--- config.mk ---
export PLATFORM = sky130hd
export DESIGN_NAME = rssi_sample_hold
export DESIGN_NICKNAME = d
export VERILOG_FILES = /design/src/rtl/rssi_sh_pkg.sv /design/src/rtl/rssi_gap_timer.sv /design/src/rtl/rssi_req_arbiter.sv /design/src/rtl/rssi_hold_reg.sv /design/src/rtl/rssi_sample_hold.sv
export SDC_FILE = /design/constraint.sdc
export NUM_CORES = 1
export LEC_CHECK = 0
export BUFFER_PORTS_ARGS = -buffer_cell sky130_fd_sc_hd__buf_4
export CAP_MARGIN = 30
export CELL_PAD_IN_SITES_DETAIL_PLACEMENT = 0
export CELL_PAD_IN_SITES_GLOBAL_PLACEMENT = 1
export CORE_ASPECT_RATIO = 0.7
export CORE_MARGIN = 2
export CORE_UTILIZATION = 35
export CTS_BUF_LIST = sky130_fd_sc_hd__clkbuf_8 sky130_fd_sc_hd__clkbuf_16
export DETAILED_ROUTE_END_ITERATION = 16
export HOLD_SLACK_MARGIN = 0.06
export PLACE_DENSITY = 0.76
export SLEW_MARGIN = 15
export SYNTH_ARGS = -nofsm -noshare
export SYNTH_HDL_FRONTEND = slang
export SYNTH_SLANG_ARGS = --single-unit
--- constraint.sdc ---
create_clock -name clk -period 2.95 [get_ports clk]
set_clock_uncertainty 0.15 [all_clocks]
set_input_delay 0.1475 -clock clk [delete_from_list [all_inputs] [get_ports clk]]
set_output_delay 0.1475 -clock clk [all_outputs]
set_load 0.03 [all_outputs]
--- src/rtl/rssi_sh_pkg.sv ---
package rssi_sh_pkg;

    localparam int RSSI_W_DEF  = 5;
    localparam int MIN_GAP_DEF = 144;

    // Origin of the request that drives a capture.
    typedef enum logic [1:0] {
        SRC_NONE = 2'd0,
        SRC_SOP  = 2'd1,
        SRC_READ = 2'd2
    } cap_src_e;

    // Start-of-packet (live or latched) outranks a read request.
    function automatic cap_src_e pick_src(input logic sop_now,
                                          input logic sop_held,
                                          input logic rd_held);
        if (sop_now || sop_held) return SRC_SOP;
        if (rd_held)             return SRC_READ;
        return SRC_NONE;
    endfunction

    // Counter width that can hold the reload value gap-1.
    function automatic int gap_cnt_w(input int gap);
        return (gap < 2) ? 1 : $clog2(gap);
    endfunction

endpackage

--- src/rtl/rssi_gap_timer.sv ---
module rssi_gap_timer
    import rssi_sh_pkg::*;
#(
    parameter int MIN_GAP = MIN_GAP_DEF
) (
    input  logic clk,
    input  logic rst,
    input  logic load,
    output logic ready
);
    localparam int CW = gap_cnt_w(MIN_GAP);
    localparam logic [CW-1:0] RELOAD = CW'(MIN_GAP - 1);

    logic [CW-1:0] remain;

    always_ff @(posedge clk) begin
        if (rst) begin
            remain <= '0;
        end else if (load) begin
            remain <= RELOAD;
        end else if (remain != '0) begin
            remain <= remain - 1'b1;
        end
    end

    assign ready = (remain == '0);

endmodule

--- src/rtl/rssi_req_arbiter.sv ---
module rssi_req_arbiter
    import rssi_sh_pkg::*;
(
    input  logic clk,
    input  logic rst,
    input  logic rx_en,
    input  logic sop_pulse,
    input  logic rd_strobe,
    input  logic gap_ready,
    output logic fire
);
    logic     sop_held, rd_held;
    cap_src_e src;

    always_comb begin
        src  = pick_src(sop_pulse, sop_held, rd_held);
        fire = rx_en && gap_ready && (src != SRC_NONE);
    end

    always_ff @(posedge clk) begin
        if (rst || !rx_en || fire) begin
            sop_held <= 1'b0;
            rd_held  <= 1'b0;
        end else begin
            sop_held <= sop_held | sop_pulse;
            rd_held  <= rd_held  | rd_strobe;
        end
    end

endmodule

--- src/rtl/rssi_hold_reg.sv ---
module rssi_hold_reg
    import rssi_sh_pkg::*;
#(
    parameter int RSSI_W = RSSI_W_DEF
) (
    input  logic              clk,
    input  logic              rst,
    input  logic              rx_en,
    input  logic              fire,
    input  logic              rd_strobe,
    input  logic [RSSI_W-1:0] meas_in,
    output logic [RSSI_W-1:0] value,
    output logic              valid
);
    always_ff @(posedge clk) begin
        if (rst) begin
            value <= '0;
            valid <= 1'b0;
        end else if (rx_en) begin
            if (fire) begin
                value <= meas_in;
                valid <= 1'b1;
            end else if (rd_strobe) begin
                valid <= 1'b0;
            end
        end
    end

endmodule

--- src/rtl/rssi_sample_hold.sv ---
module rssi_sample_hold
    import rssi_sh_pkg::*;
#(
    parameter int RSSI_W  = RSSI_W_DEF,
    parameter int MIN_GAP = MIN_GAP_DEF
) (
    input  logic              clk,
    input  logic              rst,
    input  logic              rx_en,
    input  logic [RSSI_W-1:0] meas_in,
    input  logic              sop_pulse,
    input  logic              rd_strobe,
    output logic [RSSI_W-1:0] rssi_q,
    output logic              rssi_valid
);
    logic gap_ready;
    logic cap_fire;

    rssi_gap_timer #(.MIN_GAP(MIN_GAP)) u_timer (
        .clk   (clk),
        .rst   (rst),
        .load  (cap_fire),
        .ready (gap_ready)
    );

    rssi_req_arbiter u_arb (
        .clk       (clk),
        .rst       (rst),
        .rx_en     (rx_en),
        .sop_pulse (sop_pulse),
        .rd_strobe (rd_strobe),
        .gap_ready (gap_ready),
        .fire      (cap_fire)
    );

    rssi_hold_reg #(.RSSI_W(RSSI_W)) u_hold (
        .clk       (clk),
        .rst       (rst),
        .rx_en     (rx_en),
        .fire      (cap_fire),
        .rd_strobe (rd_strobe),
        .meas_in   (meas_in),
        .value     (rssi_q),
        .valid     (rssi_valid)
    );

endmodule

==> out/results.txt, run 1 <==
Antenna Violating Nets Remaining = 0
Clock Latency Late Sink = 250 ps
Initial antenna violation count = 0
#FFs+latches synth = 16
Synthesized area per cell = 9.07 um^2
Final Instance Area = 0.00103 mm^2
Remaining DRCs = 0
Detailed Route WL = 1710 um
Total Nets Final = 123
DIE WIDTH = 59.8 um
First-pass GRT wire length = 2910 um
Fin. Hold Viols = 0
Top area cells in the synthesized netlist = dfxtp_1 (42%), nand2b_1 (11%), mux2i_1 (6.6%), nor2_1 (3.4%), a21oi_1 (3.3%)
Arrival time worst endpoint = 2270 ps
Synth top area share = 0.420
Library cells used by synthesis = 28
RSZ-0062 raised after global routing = false
Clk root buf = clkbuf_8
Mux cell area share after synthesis = 0.0657
Worst setup SP type = flip-flop
Number of synthesized flops with an enable pin = 0
Area share of and/or/nand/nor cells after synthesis = 0.284
Initial Util = 0.363
Synth Instances = 84
Hold WC Path Type = in2reg
CTS Buf Count = 3
Seq/Total Area, Yosys = 0.420
Via Count = 680
Crit path capture type = flip-flop
Ys flop type = dfxtp_1
Adder-Cell Fraction of Synth Area = 0.0328
Most frequent cell after synthesis = dfxtp_1
Placeable Area = 0.00210 mm^2
Leakage = 0.416 nW
DP Area = 897 um^2
PortBufs = 15
Gr ovfl total = 0
Actual slew at the worst max-slew pin = 563 ps
Number of max-cap violations = 0
Status = finished clean
Filler cells = 210
Syn. warnings = 0
Maximum clock rate = 437 MHz
Final worst path period share = 0.777
Asr flop ratio synth = 0
Hpwl dp = 1200 um
VDD IR-drop max = 0.000438 V
Post-synthesis compound-gate area fraction = 0.151
DR pass1 iterations = 3
Gr usage total = 0.155
Post-Synthesis Cell Area = 762 um^2
Setup_tns = 0 ps
Top post-synthesis cells by count = dfxtp_1 (16), nand2b_1 (13), nor2_1 (7)
IO Count = 16
Synth Area in XOR/XNOR = 0.0115
PD cells = 923 mW/mm^2
Row count = 14
Final Max Tran Viols = 0
Setup Viol. Count Final = 0
Syn_nets = 96
Headroom to the max-slew limit = 0.622
H-tree levels = 1
Crit path max fanout = 4
Number of DRC markers in iteration 0 = 17
WL/cell = 12.8 um
Layout cells sized above 1 = 0.193
Vias/cell = 5.11
Crit path time final = 2290 ps
Vias in the first global route = 623
Bufs on Longest Clock Path = 2
Clk sinks = 16
CTS tree = done
CP Class = reg2reg
Die Ht = 43.0 um
Worst-path clk slew = 60 ps
Dominant cell type by area after synthesis = dfxtp_1
Die area = 0.00257 mm^2
GPL Wtd Cong = 0.749
Area Overhead vs Synth = 35.0%
Largest family of logic cells by synthesized area = simple AND/OR/NAND/NOR gates
WP data required = 2930 ps
Diode count = 0
Largest net degree at the start of global routing = 22
==> timing repair <==
item,4_1_cts,5_1_grt
hold buffers,9,0
buffers inserted,0,0
hold endpoints to repair,7,0
resized for setup,0,0
==> critical path, cell delays in order, from the launching register on <==
cell and delay [ps]:
dfxtp_1 320, inv_1 110, ha_1 170, or3b_2 510
nor2_1 230, nor3_1 90, dlygate4sd3_1 580
==> per-layer routing <==
layer	vias to the layer above	part of all wire	track usage	routed length (um)
met2	11	0.42	0.207	709
met5	-	0	0	0
met1	315	0.52	0.228	890
met3	4	0.053	0.0640	90
met4	0	0.010	0.0400	17
li1	350	-	-	-
==> final cells by class <==
cell class                      instances  area [um^2]  area share
Inverter                                3         11.3      0.0109
Sequential cell                        16          320       0.311
Timing Repair Buffer                   25          210       0.204
Tap cell                               24         30.0      0.0292
Clock buffer                            3         41.3      0.0401
Multi-Input combinational cell         62          415       0.404
==> sequential cells by signal, summed over array words and instances, names as in the netlist <==
| name | cells |
|---|---|
| u_arb.rd_held | 1 |
| u_arb.sop_held | 1 |
| u_hold.valid | 1 |
| u_hold.value | 5 |
| u_timer.remain | 8 |
==> per-stage QoR <==
stage	setup WS, ps	util	hold slack, ps	total power, mW	instances
3_5_place_dp	1090	0.427	279	0.780	121
6_report	659	0.489	63.8	0.950	133
3_3_place_gp	1130	0.427	266	0.773	121
5_1_grt	502	0.489	82.8	1.03	133
2_1_floorplan	1210	-	153	0.659	84
4_1_cts	651	0.489	60.4	0.956	133
==> logic make-up after synthesis <==
kind of cell / count (synthesis)
buffers and inverters: 6
AO/OA/AOI/OAI: 17
AND/OR/NAND/NOR: 37
multiplexers: 5
XOR/XNOR: 1
adder cells (fa/ha/maj): 2
flip-flops: 16
==> final timing paths <==
| kind | startpoint | slack [ps] | cells after the start | to |
|---|---|---|---|---|
| setup / recovery | u_timer.remain[0] | 660 | 6 | u_arb.sop_held |
| hold / removal | rst | 60 | 2 | u_timer.remain[6] |
| setup reg to reg | u_timer.remain[0] | 660 | 6 | u_arb.sop_held |
| hold reg to reg | u_hold.value[0] | 320 | 2 | u_hold.value[0] |
==> report_power, final <==
group	switching, mW	internal [mW]
registers	0.0642	0.282
clock network	0.0713	0.0905
logic	0.241	0.201
==> layout by cell type, fill, tap and decap left out, drive strengths merged <==
cell type    instances
a211oi               1
a21o                 1
a21oi                5
a221oi               1
a311oi               1
a32oi                1
and3                 1
buf                 16
clkbuf               3
dfxtp               16
dlygate4sd3          9
ha                   2
inv                  3
mux2i                5
nand2                2
nand2b              13
nor2                 7
nor2b                1
nor3                 5
nor3b                2
nor4                 1
o2111ai              1
o211ai               1
o21ai                3
o31a                 2
or3                  2
or3b                 1
or4                  2
xnor2                1
Note: power is estimated with default switching activity, not from simulation.
==> run 2: changes to the inputs <==
--- a/config.mk
+++ b/config.mk
@@ -5,17 +5,18 @@
 export SDC_FILE = /design/constraint.sdc
 export NUM_CORES = 1
 export LEC_CHECK = 0
+export ABC_AREA = 1
 export BUFFER_PORTS_ARGS = -buffer_cell sky130_fd_sc_hd__buf_4
 export CAP_MARGIN = 30
 export CELL_PAD_IN_SITES_DETAIL_PLACEMENT = 0
 export CELL_PAD_IN_SITES_GLOBAL_PLACEMENT = 1
 export CORE_ASPECT_RATIO = 0.7
 export CORE_MARGIN = 2
-export CORE_UTILIZATION = 35
+export CORE_UTILIZATION = 33
 export CTS_BUF_LIST = sky130_fd_sc_hd__clkbuf_8 sky130_fd_sc_hd__clkbuf_16
 export DETAILED_ROUTE_END_ITERATION = 16
 export HOLD_SLACK_MARGIN = 0.06
-export PLACE_DENSITY = 0.76
+export PLACE_DENSITY = 0.77
 export SLEW_MARGIN = 15
 export SYNTH_ARGS = -nofsm -noshare
 export SYNTH_HDL_FRONTEND = slang
==> constraint.sdc (replaced) <==
create_clock -name clk -period 2.1 [get_ports clk]
set_clock_uncertainty 0.15 [all_clocks]
set_input_delay 0.105 -clock clk [delete_from_list [all_inputs] [get_ports clk]]
set_output_delay 0.105 -clock clk [all_outputs]
set_load 0.03 [all_outputs]
==> run 2 against run 1 <==
- via count shrank 2.9%
- first-iteration DRC count is the same
- largest power group unchanged
- area after synthesis shrank 2.6%
- combinational power grew 38%
- routed wire length shrank 7.3%
- sequential share of layout area shrank 0.63 points
- hold slack gained 280 ps
- largest cell class unchanged
==> out/results.txt, run 2 <==
Total Nets Final = 140
Total setup buffers inserted after CTS = 0
#FFs+latches synth = 16
Number of synthesized flops with an enable pin = 0
Actual slew at the worst max-slew pin = 235 ps
Row count = 14
Top area cells in the synthesized netlist = dfxtp_1 (43%), nor2_1 (11%), nand2_1 (7.6%), inv_1 (5.1%), o21ai_0 (4.7%)
Headroom to the max-slew limit = 0.843
Initial antenna violation count = 0
Regs by FF count = u_timer.remain x8, u_hold.value x5
Crit path capture type = flip-flop
Die area = 0.00265 mm^2
Synth top area share = 0.432
Combinational group share of total power = 0.458
WP data required = 2150 ps
Worst-path clk slew = 60 ps
Ys flop type = dfxtp_1
WL/cell = 9.95 um
CP startpoint = u_timer.remain[0]
Clk root buf = clkbuf_8
Worst setup SP type = flip-flop
DP Area = 895 um^2
Reg with most FFs = u_timer.remain
Layout cells sized above 1 = 0.220
Final Max Tran Viols = 0
Placeable Area = 0.00214 mm^2
Clk sinks = 16
Via Count = 660
Multi-input gate area = 377 um^2
Initial Util = 0.347
Syn_nets = 110
VDD IR-drop max = 0.000598 V
Filler cells = 215
Number of max-cap violations = 0
Sequential cell area = 320 um^2
Final worst path period share = 0.935
Syn. warnings = 0
Hold WC Path Type = reg2reg
Dominant cell type by area after synthesis = dfxtp_1
Antenna Violating Nets Remaining = 0
Final Instance Area = 0.00105 mm^2
Synthesized area per cell = 7.57 um^2
DIE WIDTH = 60.7 um
Library cells used by synthesis = 18
Arrival time worst endpoint = 2010 ps
Clock network power share = 0.204
Clock Latency Late Sink = 250 ps
GPL Wtd Cong = 0.850
Gr usage total = 0.144
Crit path time final = 1960 ps
Most frequent cells in the layout = nor2_1 (21), dfxtp_1 (16), nand2_1 (15), buf_4 (15)
Synth Instances = 98
Worst reg2reg path depth = 7
Sw Ratio = 0.403
PortBufs = 15
Number of DRC markers in iteration 0 = 17
CTS tree = done
Seq pwr share = 0.338
Reg2reg start = u_timer.remain[0]
Worst setup path end = u_hold.valid
Bufs on Longest Clock Path = 2
Area Overhead vs Synth = 41.5%
Remaining DRCs = 0
Vias/cell = 4.15
First-pass GRT wire length = 2760 um
H-tree levels = 1
Die Ht = 43.7 um
Seq/Total Area, Yosys = 0.432
Post-CTS resize count = 0
Crit path max fanout = 7
Largest register FFs = 8
CP Class = reg2reg
PD cells = 1270 mW/mm^2
Asr flop ratio synth = 0
Top post-synthesis cells by count = nor2_1 (21), dfxtp_1 (16), nand2_1 (15)
DR pass1 iterations = 4
Fin. Hold Viols = 0
Diode count = 0
IO Count = 16
Setup_tns = 0 ps
CTS Buf Count = 3
Setup Viol. Count Final = 0
Largest net degree at the start of global routing = 10
Gr ovfl total = 0
Leakage = 0.515 nW
Detailed Route WL = 1580 um
Critical R2R Capture = u_hold.valid
P_sw = 0.536 mW
Vias in the first global route = 643
Hpwl dp = 1180 um
Post-Synthesis Cell Area = 742 um^2
P_int = 0.793 mW
RSZ-0062 raised after global routing = false
Most frequent cell after synthesis = nor2_1
Maximum clock rate = 509 MHz
R2R Setup Slk = 140 ps
Commonest non-fill, non-tap cell in the layout = nor2_1
Status = finished clean
-- run 2: cell count changes after synthesis, sizes merged, moves of 6 or more --
cell / change
inv: +9
nand2: +15
nand2b: -13
nand3: +6
nor2: +17
-- run 2: worst min path at each step --
stage | start | to | slack [ps] | cells past startpoint
detailed placement | rst | u_timer.remain[7] | 180 | 2
global route | u_arb.rd_held | u_arb.rd_held | 380 | 2
global placement | rst | u_hold.valid | 170 | 2
CTS | u_arb.rd_held | u_arb.rd_held | 350 | 2
floorplan | rst | u_hold.valid | 20 | 1
finish | u_arb.rd_held | u_arb.rd_held | 340 | 2
-- run 2: cells by family after synthesis --
group | Yosys count | synth area share
simple gates | 50 | 0.332
flops | 16 | 0.432
compound gates | 14 | 0.0944
buf+inv | 12 | 0.0607
xor+xnor | 4 | 0.0472
fa+ha+maj | 2 | 0.0337
-- run 2: layout make-up --
cell class,count,area share
multi-input cells,70,0.359
inverters,12,0.0429
well taps,32,0.0381
repair buffers,25,0.203
clock buffers,4,0.0524
flip-flops and latches,16,0.305
-- run 2: critical path, cell delays in order, from the launching register on --
cell and delay (ps):
dfxtp_1 310, inv_1 140, ha_1 200, nand3_1 100, nor2_2 140, nand3_2 170, a21oi_1 170, dlygate4sd3_1 550
-- run 2: per-layer routing --
metal,global-route usage,part of all wire,wire length (um)
met3,0.0537,0.038,60
met2,0.213,0.42,667
met4,0.0652,0.020,31
met5,0,0,0
met1,0.186,0.52,823
-- run 2: power groups by stage --
stage | Sequential (mW) | Clock (mW) | Combinational [mW]
floorplan | 0.491 | 0 | 0.419
global placement | 0.455 | 0 | 0.601
detailed placement | 0.455 | 0 | 0.595
CTS | 0.448 | 0.284 | 0.613
global route | 0.461 | 0.296 | 0.689
finish | 0.449 | 0.271 | 0.608
-- run 2: metrics by stage --
step / total power, mW / utilization / hold slack [ps] / cells / worst slack (ps)
final: 1.33 / 0.491 / 342 / 159 / 136
after global routing: 1.45 / 0.491 / 379 / 159 / 14.7
after CTS: 1.35 / 0.491 / 349 / 159 / 144
after detailed placement: 1.05 / 0.419 / 175 / 145 / 542
after global placement: 1.06 / 0.419 / 168 / 145 / 588
after floorplan: 0.910 / - / 24.1 / 98 / 688
-- run 2: repair_timing --
action,4_1_cts,5_1_grt
endpoints found under the setup margin,0,0
endpoints found under the hold margin,12,0
hold buffers,10,0
==> run 3: changes to the inputs <==
--- a/config.mk
+++ b/config.mk
@@ -12,11 +12,12 @@
 export CELL_PAD_IN_SITES_GLOBAL_PLACEMENT = 1
 export CORE_ASPECT_RATIO = 0.7
 export CORE_MARGIN = 2
-export CORE_UTILIZATION = 33
-export CTS_BUF_LIST = sky130_fd_sc_hd__clkbuf_8 sky130_fd_sc_hd__clkbuf_16
+export CORE_UTILIZATION = 35
+export CTS_BUF_LIST = sky130_fd_sc_hd__clkbuf_4
+export CTS_CLUSTER_DIAMETER = 120
 export DETAILED_ROUTE_END_ITERATION = 16
 export HOLD_SLACK_MARGIN = 0.06
-export PLACE_DENSITY = 0.77
+export PLACE_DENSITY = 0.81
 export SLEW_MARGIN = 15
 export SYNTH_ARGS = -nofsm -noshare
 export SYNTH_HDL_FRONTEND = slang
==> run 3 against run 2 <==
- cell area fell by 2.6%
- power is 5.8% lower
- routed wire length rose by 0.25%
- final cell count is 5.7% lower
- largest power group unchanged
- maximum frequency up 0.12%
==> out/results.txt, run 3 (synthesis gave the netlist of run 2 again) <==
Die Ht = 42.5 um
Final Max Tran Viols = 0
Seq pwr share = 0.360
RSZ-0062 raised after global routing = true
DP Cell Count = 135
Largest register FFs = 8
H-tree levels = 1
P_sw = 0.542 mW
Worst setup SP type = flip-flop
First-pass GRT wire length = 2860 um
Gr usage total = 0.152
Detailed Route WL = 1590 um
Combinational group share of total power = 0.504
Hpwl dp = 1090 um
Headroom to the max-slew limit = 0.842
Total Nets Final = 141
Met1 usage = 0.181
Reg with most FFs = u_timer.remain
Number of max-cap violations = 0
Actual slew at the worst max-slew pin = 236 ps
Clock Latency Late Sink = 290 ps
Clk root buf = clkbuf_4
Initial Util = 0.387
Crit path time final = 1960 ps
Most frequent cells in the layout = nor2_1 (21), dfxtp_1 (16), nand2_1 (15), buf_4 (15), dlygate4sd3_1 (11)
Vias/cell = 4.54
Final cell count without fillers = 150
CP startpoint = u_timer.remain[1]
Antenna Violating Nets Remaining = 0
Row count = 13
CTS tree = done
Gr busiest metal = met2
VDD IR-drop max = 0.000584 V
Commonest non-fill, non-tap cell in the layout = nor2_1
Via Count = 681
Maximum clock rate = 510 MHz
Filler cells = 181
Placeable Area = 0.00192 mm^2
DR pass1 iterations = 2
Hold WC Path Type = reg2reg
Largest net degree at the start of global routing = 10
Total setup buffers inserted after CTS = 0
Remaining DRCs = 0
Regs by FF count = u_timer.remain x8, u_hold.value x5
Tot Pwr = 1.25 mW
Final worst path period share = 0.934
P_int = 0.710 mW
Die area = 0.00251 mm^2
Diode count = 0
Layout cells sized above 1 = 0.227
Initial antenna violation count = 0
Vias in the first global route = 680
Fin. Hold Viols = 0
Sequential cell area = 320 um^2
Clk sinks = 16
Leakage = 0.502 nW
Bufs on Longest Clock Path = 2
WL/cell = 10.6 um
Crit path capture type = flip-flop
GPL Wtd Cong = 0.802
Sw Ratio = 0.433
M3 GR Usage = 0.0586
Setup Viol. Count Final = 0
IO Count = 16
Met2 Use GR = 0.238
Setup_tns = 0 ps
WP data required = 2140 ps
Gr ovfl total = 0
Clock network power share = 0.136
HP Start = u_arb.rd_held
PD cells = 1220 mW/mm^2
Multi-input gate area = 380 um^2
Final Core Density = 0.533
Arrival time worst endpoint = 2000 ps
Crit path max fanout = 8
Area Overhead vs Synth = 37.8%
DIE WIDTH = 59.0 um
PortBufs = 15
CP Class = reg2reg
R2R Setup Slk = 140 ps
Worst-path clk slew = 100 ps
Reg2reg start = u_timer.remain[1]
Number of DRC markers in iteration 0 = 14
CTS Buf Count = 3
Status = finished clean
==> run 3: cell types whose count changed in the layout (fill, tap and decap cells not counted), sizes merged <==
cell	before	now
clkinv	0	1
dlygate4sd3	10	11
clkbuf	4	3
==> run 3: worst paths after layout <==
check,endpoint,depth (start not counted)
worst max-delay path,u_timer.remain[1],8
worst min-delay path,u_arb.rd_held,2
worst max register to register,u_timer.remain[1],8
worst min register to register,u_arb.rd_held,2
==> run 3: per-layer routing <==
layer | part of all wire | up-vias | routed length, um
li1 | - | 366 | -
met1 | 0.49 | 298 | 771
met2 | 0.45 | 13 | 713
met3 | 0.045 | 4 | 71
met4 | 0.018 | 0 | 29
met5 | 0 | - | 0
==> run 3: worst max-delay path: stages, from the launching register on <==
cell           delay, ps
dfxtp_1              330
inv_1                 90
ha_1                 170
inv_1                 70
nor3_4               140
nand2_4              120
o21ai_1              150
a21oi_1               70
dlygate4sd3_1        550
==> run 3: repair_timing <==
item,CTS,global route
gates resized for setup,0,3
hold buffers,12,0
setup endpoints to repair,0,2
endpoints found under the hold margin,12,0
==> run 3: per-stage QoR <==
step / setup WS [ps] / hold slack [ps] / area, um^2
after floorplan: 688 / 24.1 / 742
after global placement: 602 / 168 / 882
after detailed placement: 538 / 170 / 882
after CTS: 46.5 / 358 / 1030
after global routing: -12.8 / 395 / 1020
final: 138 / 355 / 1020
==> run 3: power by group through the flow <==
stage	registers [mW]	logic, mW	clock network (mW)
6_report	0.450	0.631	0.170
4_1_cts	0.448	0.630	0.179
3_3_place_gp	0.453	0.596	0
5_1_grt	0.461	0.715	0.192
3_5_place_dp	0.454	0.593	0
2_1_floorplan	0.491	0.419	0
==> run 3: cell type report <==
cell class / instances / area share
multi-input combinational: 70 / 0.372
clock inverter: 1 / 0.00367
sequential: 16 / 0.313
inverter: 12 / 0.0441
clock buffer: 3 / 0.0220
tap: 22 / 0.0269
timing repair buffer: 26 / 0.218
